## config.mk

```make
export PLATFORM = sky130hd
export DESIGN_NAME = flash_cmd_seq
export DESIGN_NICKNAME = d
export VERILOG_FILES = /design/src/rtl/flash_seq_pkg.sv /design/src/rtl/fs_wake_sync.sv /design/src/rtl/fs_store.sv /design/src/rtl/fs_ctrl.sv /design/src/rtl/flash_cmd_seq.sv
export SDC_FILE = /design/constraint.sdc
export NUM_CORES = 2
export LEC_CHECK = 0
export BUFFER_PORTS_ARGS = -buffer_cell sky130_fd_sc_hd__clkbuf_2
export CELL_PAD_IN_SITES_DETAIL_PLACEMENT = 1
export CELL_PAD_IN_SITES_GLOBAL_PLACEMENT = 1
export CORE_MARGIN = 2
export CORE_UTILIZATION = 40
export DETAILED_ROUTE_END_ITERATION = 8
export GPL_TIMING_DRIVEN = 0
export PLACE_DENSITY = 0.65
export RECOVER_POWER = 100
export SETUP_SLACK_MARGIN = 0.3
export SLEW_MARGIN = 15
export SYNTH_ARGS = -nofsm -noshare
export SYNTH_HDL_FRONTEND = slang
export SYNTH_SLANG_ARGS = --single-unit
```

## constraint.sdc

```tcl
create_clock -name clk -period 4.4 [get_ports clk]
set_input_delay 0.44 -clock clk [delete_from_list [all_inputs] [get_ports clk]]
set_output_delay 0.44 -clock clk [all_outputs]
set_load 0.01 [all_outputs]
```

## src/rtl/flash_seq_pkg.sv

```systemverilog
package flash_seq_pkg;
  typedef logic [7:0] byte_t;

  localparam byte_t CMD_PROG       = 8'h0F;
  localparam byte_t CMD_ERASE_BASE = 8'h40;
  localparam byte_t CMD_RAM2PG     = 8'h45;
  localparam byte_t CMD_PG2RAM     = 8'h48;
  localparam byte_t CMD_SLEEP      = 8'hF6;

  localparam logic [1:0] SEL_CMD  = 2'd0;
  localparam logic [1:0] SEL_ADDR = 2'd1;
  localparam logic [1:0] SEL_DATA = 2'd2;

  typedef enum logic [2:0] {
    OP_NONE, OP_PROG, OP_ERASE, OP_R2P, OP_P2R, OP_SLEEP, OP_BAD
  } op_e;

  // Byte programming can only clear bits.
  function automatic byte_t prog_merge(byte_t old_v, byte_t new_v);
    return old_v & new_v;
  endfunction

  function automatic op_e decode_op(byte_t code, int pages);
    if (code == 8'h00)                                       return OP_NONE;
    if (code == CMD_PROG)                                    return OP_PROG;
    if (code == CMD_RAM2PG)                                  return OP_R2P;
    if (code == CMD_PG2RAM)                                  return OP_P2R;
    if (code == CMD_SLEEP)                                   return OP_SLEEP;
    if (int'(code) >= int'(CMD_ERASE_BASE) &&
        int'(code) <  int'(CMD_ERASE_BASE) + pages)          return OP_ERASE;
    return OP_BAD;
  endfunction
endpackage

```

## src/rtl/fs_wake_sync.sv

```systemverilog
module fs_wake_sync (
  input  logic clk,
  input  logic rst_n,
  input  logic line_i,
  output logic edge_o
);
  logic meta_q, sync_q, prev_q;

  always_ff @(posedge clk or negedge rst_n) begin
    if (!rst_n) begin
      meta_q <= 1'b0;
      sync_q <= 1'b0;
      prev_q <= 1'b0;
    end else begin
      meta_q <= line_i;
      sync_q <= meta_q;
      prev_q <= sync_q;
    end
  end

  assign edge_o = sync_q ^ prev_q;
endmodule

```

## src/rtl/fs_store.sv

```systemverilog
module fs_store #(
  parameter int PAGE_BYTES = 32,
  parameter int NUM_PAGES  = 3,
  localparam int N  = PAGE_BYTES * NUM_PAGES,
  localparam int AW = $clog2(N),
  localparam int PW = $clog2(PAGE_BYTES)
) (
  input  logic          clk,
  input  logic          rst_n,
  input  logic          arr_we,
  input  logic [AW-1:0] arr_waddr,
  input  logic [7:0]    arr_wdata,
  input  logic [AW-1:0] arr_raddr_a,
  output logic [7:0]    arr_rdata_a,
  input  logic [AW-1:0] arr_raddr_b,
  output logic [7:0]    arr_rdata_b,
  input  logic          ram_we,
  input  logic [PW-1:0] ram_waddr,
  input  logic [7:0]    ram_wdata,
  input  logic [PW-1:0] ram_raddr_a,
  output logic [7:0]    ram_rdata_a,
  input  logic [PW-1:0] ram_raddr_b,
  output logic [7:0]    ram_rdata_b
);
  logic [7:0] arr_q [N];
  logic [7:0] ram_q [PAGE_BYTES];

  always_ff @(posedge clk or negedge rst_n) begin
    if (!rst_n) begin
      for (int i = 0; i < N; i++) arr_q[i] <= 8'hFF;
    end else if (arr_we && int'(arr_waddr) < N) begin
      arr_q[arr_waddr] <= arr_wdata;
    end
  end

  always_ff @(posedge clk or negedge rst_n) begin
    if (!rst_n) begin
      for (int i = 0; i < PAGE_BYTES; i++) ram_q[i] <= 8'h00;
    end else if (ram_we) begin
      ram_q[ram_waddr] <= ram_wdata;
    end
  end

  assign arr_rdata_a = (int'(arr_raddr_a) < N) ? arr_q[arr_raddr_a] : 8'hFF;
  assign arr_rdata_b = (int'(arr_raddr_b) < N) ? arr_q[arr_raddr_b] : 8'hFF;
  assign ram_rdata_a = ram_q[ram_raddr_a];
  assign ram_rdata_b = ram_q[ram_raddr_b];
endmodule

```

## src/rtl/fs_ctrl.sv

```systemverilog
module fs_ctrl
  import flash_seq_pkg::*;
#(
  parameter int PAGE_BYTES = 32,
  parameter int NUM_PAGES  = 3,
  localparam int N  = PAGE_BYTES * NUM_PAGES,
  localparam int AW = $clog2(N),
  localparam int PW = $clog2(PAGE_BYTES)
) (
  input  logic          clk,
  input  logic          rst_n,
  input  logic          cmd_wr,
  input  logic [7:0]    cmd_wdata,
  input  logic [AW-1:0] prog_addr,
  input  logic [7:0]    prog_data,
  input  logic          wake_en,
  input  logic          wake_evt,
  input  logic [7:0]    arr_rdata,
  input  logic [7:0]    ram_rdata,
  output logic [7:0]    cmd_q,
  output logic          asleep_q,
  output logic [AW-1:0] arr_raddr,
  output logic [PW-1:0] ram_raddr,
  output logic          arr_we,
  output logic [AW-1:0] arr_waddr,
  output logic [7:0]    arr_wdata,
  output logic          ram_we,
  output logic [PW-1:0] ram_waddr,
  output logic [7:0]    ram_wdata,
  output logic          done_o,
  output op_e           op_o
);
  logic [PW-1:0] idx_q;
  logic          last_step;
  logic          enter_sleep;
  logic          multi_step;
  op_e           op;

  assign op        = decode_op(cmd_q, NUM_PAGES);
  assign op_o      = op;
  assign last_step = (idx_q == PW'(PAGE_BYTES - 1));
  assign arr_raddr = (op == OP_PROG) ? prog_addr : AW'(idx_q);
  assign ram_raddr = idx_q;

  always_comb begin
    arr_we      = 1'b0;
    arr_waddr   = '0;
    arr_wdata   = 8'h00;
    ram_we      = 1'b0;
    ram_waddr   = '0;
    ram_wdata   = 8'h00;
    done_o      = 1'b0;
    enter_sleep = 1'b0;
    multi_step  = 1'b0;
    if (asleep_q) begin
      done_o = wake_evt;
    end else begin
      case (op)
        OP_PROG: begin
          arr_we    = (int'(prog_addr) < N);
          arr_waddr = prog_addr;
          arr_wdata = prog_merge(arr_rdata, prog_data);
          done_o    = 1'b1;
        end
        OP_ERASE: begin
          multi_step = 1'b1;
          arr_we     = 1'b1;
          arr_waddr  = AW'((int'(cmd_q) - int'(CMD_ERASE_BASE)) * PAGE_BYTES + int'(idx_q));
          arr_wdata  = 8'hFF;
          done_o     = last_step;
        end
        OP_R2P: begin
          multi_step = 1'b1;
          arr_we     = 1'b1;
          arr_waddr  = AW'(idx_q);
          arr_wdata  = ram_rdata;
          done_o     = last_step;
        end
        OP_P2R: begin
          multi_step = 1'b1;
          ram_we     = 1'b1;
          ram_waddr  = idx_q;
          ram_wdata  = arr_rdata;
          done_o     = last_step;
        end
        OP_SLEEP: begin
          enter_sleep = wake_en;
          done_o      = !wake_en;
        end
        OP_BAD:  done_o = 1'b1;
        default: ;
      endcase
    end
  end

  always_ff @(posedge clk or negedge rst_n) begin
    if (!rst_n) begin
      cmd_q    <= 8'h00;
      asleep_q <= 1'b0;
      idx_q    <= '0;
    end else begin
      if (done_o)                        cmd_q <= 8'h00;
      else if (cmd_wr && cmd_q == 8'h00) cmd_q <= cmd_wdata;

      if (enter_sleep)                   asleep_q <= 1'b1;
      else if (asleep_q && wake_evt)     asleep_q <= 1'b0;

      if (done_o)                        idx_q <= '0;
      else if (multi_step)               idx_q <= idx_q + PW'(1);
    end
  end
endmodule

```

## src/rtl/flash_cmd_seq.sv

```systemverilog
module flash_cmd_seq
  import flash_seq_pkg::*;
#(
  parameter int PAGE_BYTES = 32,
  parameter int NUM_PAGES  = 3,
  localparam int N  = PAGE_BYTES * NUM_PAGES,
  localparam int AW = $clog2(N),
  localparam int PW = $clog2(PAGE_BYTES)
) (
  input  logic          clk,
  input  logic          rst_n,
  input  logic          wr_en,
  input  logic [1:0]    wr_sel,
  input  logic [7:0]    wr_data,
  input  logic          ram_wr_en,
  input  logic [PW-1:0] ram_wr_addr,
  input  logic [7:0]    ram_wr_data,
  input  logic [PW-1:0] ram_rd_addr,
  output logic [7:0]    ram_rd_data,
  input  logic [AW-1:0] arr_rd_addr,
  output logic [7:0]    arr_rd_data,
  input  logic          wake_en,
  input  logic          serial_line,
  output logic [7:0]    cmd_reg,
  output logic          busy,
  output logic          asleep
);
  logic [AW-1:0] prog_addr_q;
  logic [7:0]    prog_data_q;

  // Internal events brought out for the checker
  logic          wake_evt;
  logic          done_evt;
  logic          arr_we;
  logic [AW-1:0] arr_waddr;
  logic [7:0]    arr_wdata;
  logic [7:0]    arr_old;
  logic          ctl_ram_we;
  logic [PW-1:0] ctl_ram_waddr;
  logic [7:0]    ctl_ram_wdata;
  logic [AW-1:0] ctl_arr_raddr;
  logic [PW-1:0] ctl_ram_raddr;
  logic [7:0]    ctl_ram_rdata;
  logic          st_ram_we;
  logic [PW-1:0] st_ram_waddr;
  logic [7:0]    st_ram_wdata;
  op_e           cur_op;
  logic          erase_op;
  logic          prog_op;

  always_ff @(posedge clk or negedge rst_n) begin
    if (!rst_n) begin
      prog_addr_q <= '0;
      prog_data_q <= 8'h00;
    end else if (wr_en) begin
      if (wr_sel == SEL_ADDR) prog_addr_q <= AW'(wr_data);
      if (wr_sel == SEL_DATA) prog_data_q <= wr_data;
    end
  end

  fs_wake_sync u_sync (
    .clk    (clk),
    .rst_n  (rst_n),
    .line_i (serial_line),
    .edge_o (wake_evt)
  );

  fs_ctrl #(.PAGE_BYTES(PAGE_BYTES), .NUM_PAGES(NUM_PAGES)) u_ctrl (
    .clk       (clk),
    .rst_n     (rst_n),
    .cmd_wr    (wr_en && wr_sel == SEL_CMD),
    .cmd_wdata (wr_data),
    .prog_addr (prog_addr_q),
    .prog_data (prog_data_q),
    .wake_en   (wake_en),
    .wake_evt  (wake_evt),
    .arr_rdata (arr_old),
    .ram_rdata (ctl_ram_rdata),
    .cmd_q     (cmd_reg),
    .asleep_q  (asleep),
    .arr_raddr (ctl_arr_raddr),
    .ram_raddr (ctl_ram_raddr),
    .arr_we    (arr_we),
    .arr_waddr (arr_waddr),
    .arr_wdata (arr_wdata),
    .ram_we    (ctl_ram_we),
    .ram_waddr (ctl_ram_waddr),
    .ram_wdata (ctl_ram_wdata),
    .done_o    (done_evt),
    .op_o      (cur_op)
  );

  assign busy     = (cmd_reg != 8'h00);
  assign erase_op = (cur_op == OP_ERASE);
  assign prog_op  = (cur_op == OP_PROG);

  // Host RAM writes only land while idle; the controller owns the RAM when busy.
  assign st_ram_we    = ctl_ram_we || (ram_wr_en && !busy);
  assign st_ram_waddr = ctl_ram_we ? ctl_ram_waddr : ram_wr_addr;
  assign st_ram_wdata = ctl_ram_we ? ctl_ram_wdata : ram_wr_data;

  fs_store #(.PAGE_BYTES(PAGE_BYTES), .NUM_PAGES(NUM_PAGES)) u_store (
    .clk         (clk),
    .rst_n       (rst_n),
    .arr_we      (arr_we),
    .arr_waddr   (arr_waddr),
    .arr_wdata   (arr_wdata),
    .arr_raddr_a (ctl_arr_raddr),
    .arr_rdata_a (arr_old),
    .arr_raddr_b (arr_rd_addr),
    .arr_rdata_b (arr_rd_data),
    .ram_we      (st_ram_we),
    .ram_waddr   (st_ram_waddr),
    .ram_wdata   (st_ram_wdata),
    .ram_raddr_a (ctl_ram_raddr),
    .ram_rdata_a (ctl_ram_rdata),
    .ram_raddr_b (ram_rd_addr),
    .ram_rdata_b (ram_rd_data)
  );
endmodule

```

==> impl_metrics.json <==
{
  "status": "finished with violations",
  "violations": "max-capacitance violations, max-slew violations, negative setup slack",
  "synth_edf_count": 0,
  "power_density_nw_per_um2": 538,
  "max_clock_freq_mhz": 216,
  "syn_area_um2": 58700,
  "grt_setup_unrepaired": "true",
  "synth_warnings": 0,
  "worst_pin_slew_ns": 3.54,
  "clk_latency_ns": 0.82,
  "grt_pass1_wl_mm": 478,
  "wl_per_cell_um": 42.5,
  "critPathLaunch": "prog_addr_q[1]$_DFFE_PN0P_",
  "drtPass1Iterations": 8,
  "drc": 0,
  "synth_seq_cells": 1056,
  "wirelength_mm": 355,
  "grt_max_degree": 94,
  "switchingPower_uw": 16300,
  "internal_power_uw": 23600,
  "slew_headroom": -1.36,
  "endpoint_kind": "register",
  "setup_violations": 245,
  "worstPathRequired_ns": 5.13,
  "preCtsSetupSlack_ns": -3.83,
  "coreArea_um2": 146000,
  "crit_slowest_cell": "a211oi_1",
  "syn_to_final_growth_pct": 26.1,
  "hpwl_mm": 256,
  "clock_path_buffers": 3,
  "fin_ws_ns": -0.224,
  "cp-start-kind": "register",
  "grt_pass1_vias": 56983,
  "yosysSeqAreaShare": 0.466,
  "drt-initial-drc-count": 8955,
  "crit_type": "reg2reg",
  "switching_share": 0.408,
  "min_period_ns": 4.62,
  "yosysTopAreaCell": "dfstp_2",
  "initial_core_util": 0.403,
  "vias": 59396,
  "ios": 67,
  "crit-reg2reg-launch": "prog_addr_q[1]$_DFFE_PN0P_",
  "dpl_cell_area_um2": 62300,
  "die_y_um": 387,
  "post-route-period-util": 1.05,
  "fin_area_um2": 74100,
  "cts_tree": "built",
  "clk_pin_slew_ns": 0.06,
  "power_frac_seq": 0.299,
  "viasPerCell": 7.11,
  "clkPwrFrac": 0.300,
  "path_max_fanout": 10,
  "cts_buffers": 131,
  "r2r_setup_slack_ns": -0.22,
  "max_stage_delay_ns": 0.76,
  "combPwrFrac": 0.401,
  "maxCapViolCount": 1,
  "ant_nets": 0,
  "die-width_um": 387,
  "drive_gt1_frac": 0.397,
  "ys_types": 84,
  "syn_inst": 5891,
  "synthTopCellsByArea": "dfstp_2 34%, mux4_2 15%, dfrtp_1 12%, nor2_1 6.1%, a21oi_1 6.0%",
  "async_reset_ff_frac": 1.00,
  "irDropWorstVdd_mv": 0.397,
  "htree_num_levels": 4,
  "skew_ns": 0.0308,
  "leakage_uw": 0.0279,
  "final_nets": 6349,
  "hold_start": "wake_en",
  "syn_nets": 5934,
  "grt_util_all_layers": 0.459,
  "grt-ovfl-total": 0,
  "hp-class": "in2reg",
  "root_buffer": "clkbuf_16",
  "gp_congestion": 1.08,
  "yosysTopAreaCellShare": 0.343,
  "synth_top_flop_cell": "dfstp_2",
  "die-area_um2": 150000,
  "antenna_found_initial": 33,
  "crit_chain": "clkbuf_1 > nand3_4 > clkbuf_4 > clkbuf_2 > buf_2 > a211oi_1 > a311oi_2 > a31oi_1 > a32oi_1 > o221ai_4 > nand2_1 > mux2_2",
  "cp_data_arrival_time_ns": 5.36,
  "drv_slew": 52,
  "syn_avg_cell_area_um2": 9.97,
  "hold_viol_final": 0,
  "rows": 140,
  "port_buffers": 53,
  "clock_sinks": 1056
}
==> worst max-delay path, delay by kind of cell (launching register included) <==
family / cells / cell delay [ns]
buf+inv: 4 / 1.67
compound gates: 5 / 1.67
flops: 1 / 0.34
simple gates: 2 / 0.56
mux: 1 / 0.29
==> power by group through the flow <==
stage	Combinational, uW	Sequential [uW]	Clock, uW
floorplan	6130	11600	0
global placement	11900	11900	0
detailed placement	12200	12000	0
CTS	14100	11900	12000
global route	16000	12000	12400
finish	16000	11900	12000
==> sequential cells by signal (all words and copies together) (netlist names) <==
| signal | flops |
|---|---|
| u_ctrl.cmd_q | 8 |
| prog_data_q | 8 |
| u_sync.meta_q | 1 |
| u_store.arr_q | 768 |
| prog_addr_q | 7 |
| u_sync.prev_q | 1 |
| u_sync.sync_q | 1 |
| u_ctrl.asleep_q | 1 |
| u_store.ram_q | 256 |
| u_ctrl.ram_raddr | 5 |
==> metal layers <==
| layer | up-vias | share of wire | GRT usage |
|---|---|---|---|
| met2 | 4509 | 0.41 | 0.636 |
| li1 | 22548 | - | - |
| met4 | 24 | 0.083 | 0.306 |
| met3 | 1328 | 0.13 | 0.167 |
| met1 | 30987 | 0.38 | 0.599 |
| met5 | - | 0.00088 | 0.00383 |
==> logic make-up (layout without fill, tap and decap cells) <==
| family | count (synthesis) | after routing | synth area share |
|---|---|---|---|
| AND/OR/NAND/NOR | 2065 | 2065 | 0.150 |
| multiplexers | 489 | 489 | 0.169 |
| buffers and inverters | 581 | 1098 | 0.0417 |
| other | 0 | 28 | 0 |
| flip-flops | 1056 | 1056 | 0.466 |
| adder cells (fa/ha/maj) | 2 | 2 | 0.000426 |
| XOR/XNOR | 4 | 4 | 0.000596 |
| AO/OA/AOI/OAI | 1694 | 1694 | 0.172 |
==> what timing repair did <==
item / in CTS / in global routing
cloned: 1 / 15
resized for setup: 976 / 544
endpoints found under the hold margin: 63 / 0
hold buffers: 6 / 0
setup buffers: 80 / 91
pin swaps: 72 / 89
setup endpoints to repair: 1050 / 1036
==> worst paths after layout <==
| kind | to | cells after the start |
|---|---|---|
| setup / recovery | u_store.arr_q[675]$_DFFE_PN1P_ | 12 |
| hold / removal | u_ctrl.asleep_q$_DFFE_PN0P_ | 3 |
| setup reg to reg | u_store.arr_q[675]$_DFFE_PN1P_ | 12 |
| hold reg to reg | u_sync.prev_q$_DFF_PN0_ | 0 |
| max in group asynchronous | u_store.ram_q[142]$_DFFE_PN0P_ | 5 |
| min in group asynchronous | u_store.arr_q[370]$_DFFE_PN1P_ | 2 |
==> cell usage in the layout (no fill, tap or decap), types with 20 or more instances in the layout <==
cell type,count
nor2_1,886
dfstp_2,768
a21oi_1,590
nand2_1,588
mux4_2,398
o21ai_0,349
dfrtp_1,284
clkbuf_2,187
a31oi_1,184
buf_4,162
clkbuf_16,152
clkbuf_1,144
a211oi_1,124
and3_1,120
nand3_1,113
a21oi_2,91
buf_12,87
buf_6,77
nor3_1,73
clkbuf_4,66
nand2b_1,54
clkbuf_8,48
mux2i_1,43
mux2_2,39
nor2_4,33
buf_2,32
nor2_2,30
nor3_2,30
buf_8,29
diode_2,28
buf_16,28
inv_1,22
a22oi_1,22
a21oi_4,21
a32oi_1,20
a31oi_2,20
==> area by class of cell <==
type	count	area, um2
fill	15643	71600
multi-input combinational	4254	31600
sequential	1056	27400
buffer	559	4880
clock buffer	191	3830
timing repair buffer	282	3030
tap	1917	2400
clock inverter	44	817
inverter	22	82.6
antenna	28	70.1
==> synthesized netlist by cell type (121+ instances only) <==
master and number:
a211oi_1 144, a21oi_1 702, a31oi_1 214, and3_1 127, buf_2 134, clkbuf_1 349
dfrtp_1 288, dfstp_2 768, mux4_2 398, nand2_1 606, nand3_1 121, nor2_1 948
o21ai_0 369
==> per-stage QoR <==
step,setup TNS [ns],cells,hold slack [ns],utilization,total power (uW)
6_report,-10.03,8353,0.0146,0.508,39900
5_1_grt,-0.147,8334,0.0305,0.508,40400
4_1_cts,0,8219,0.00419,0.487,37900
3_5_place_dp,-2558.03,7897,0.386,0.427,24200
3_3_place_gp,-,7861,0.379,0.421,23700
2_1_floorplan,0,5891,0.144,-,17800
(Power assumes the default switching activity.)
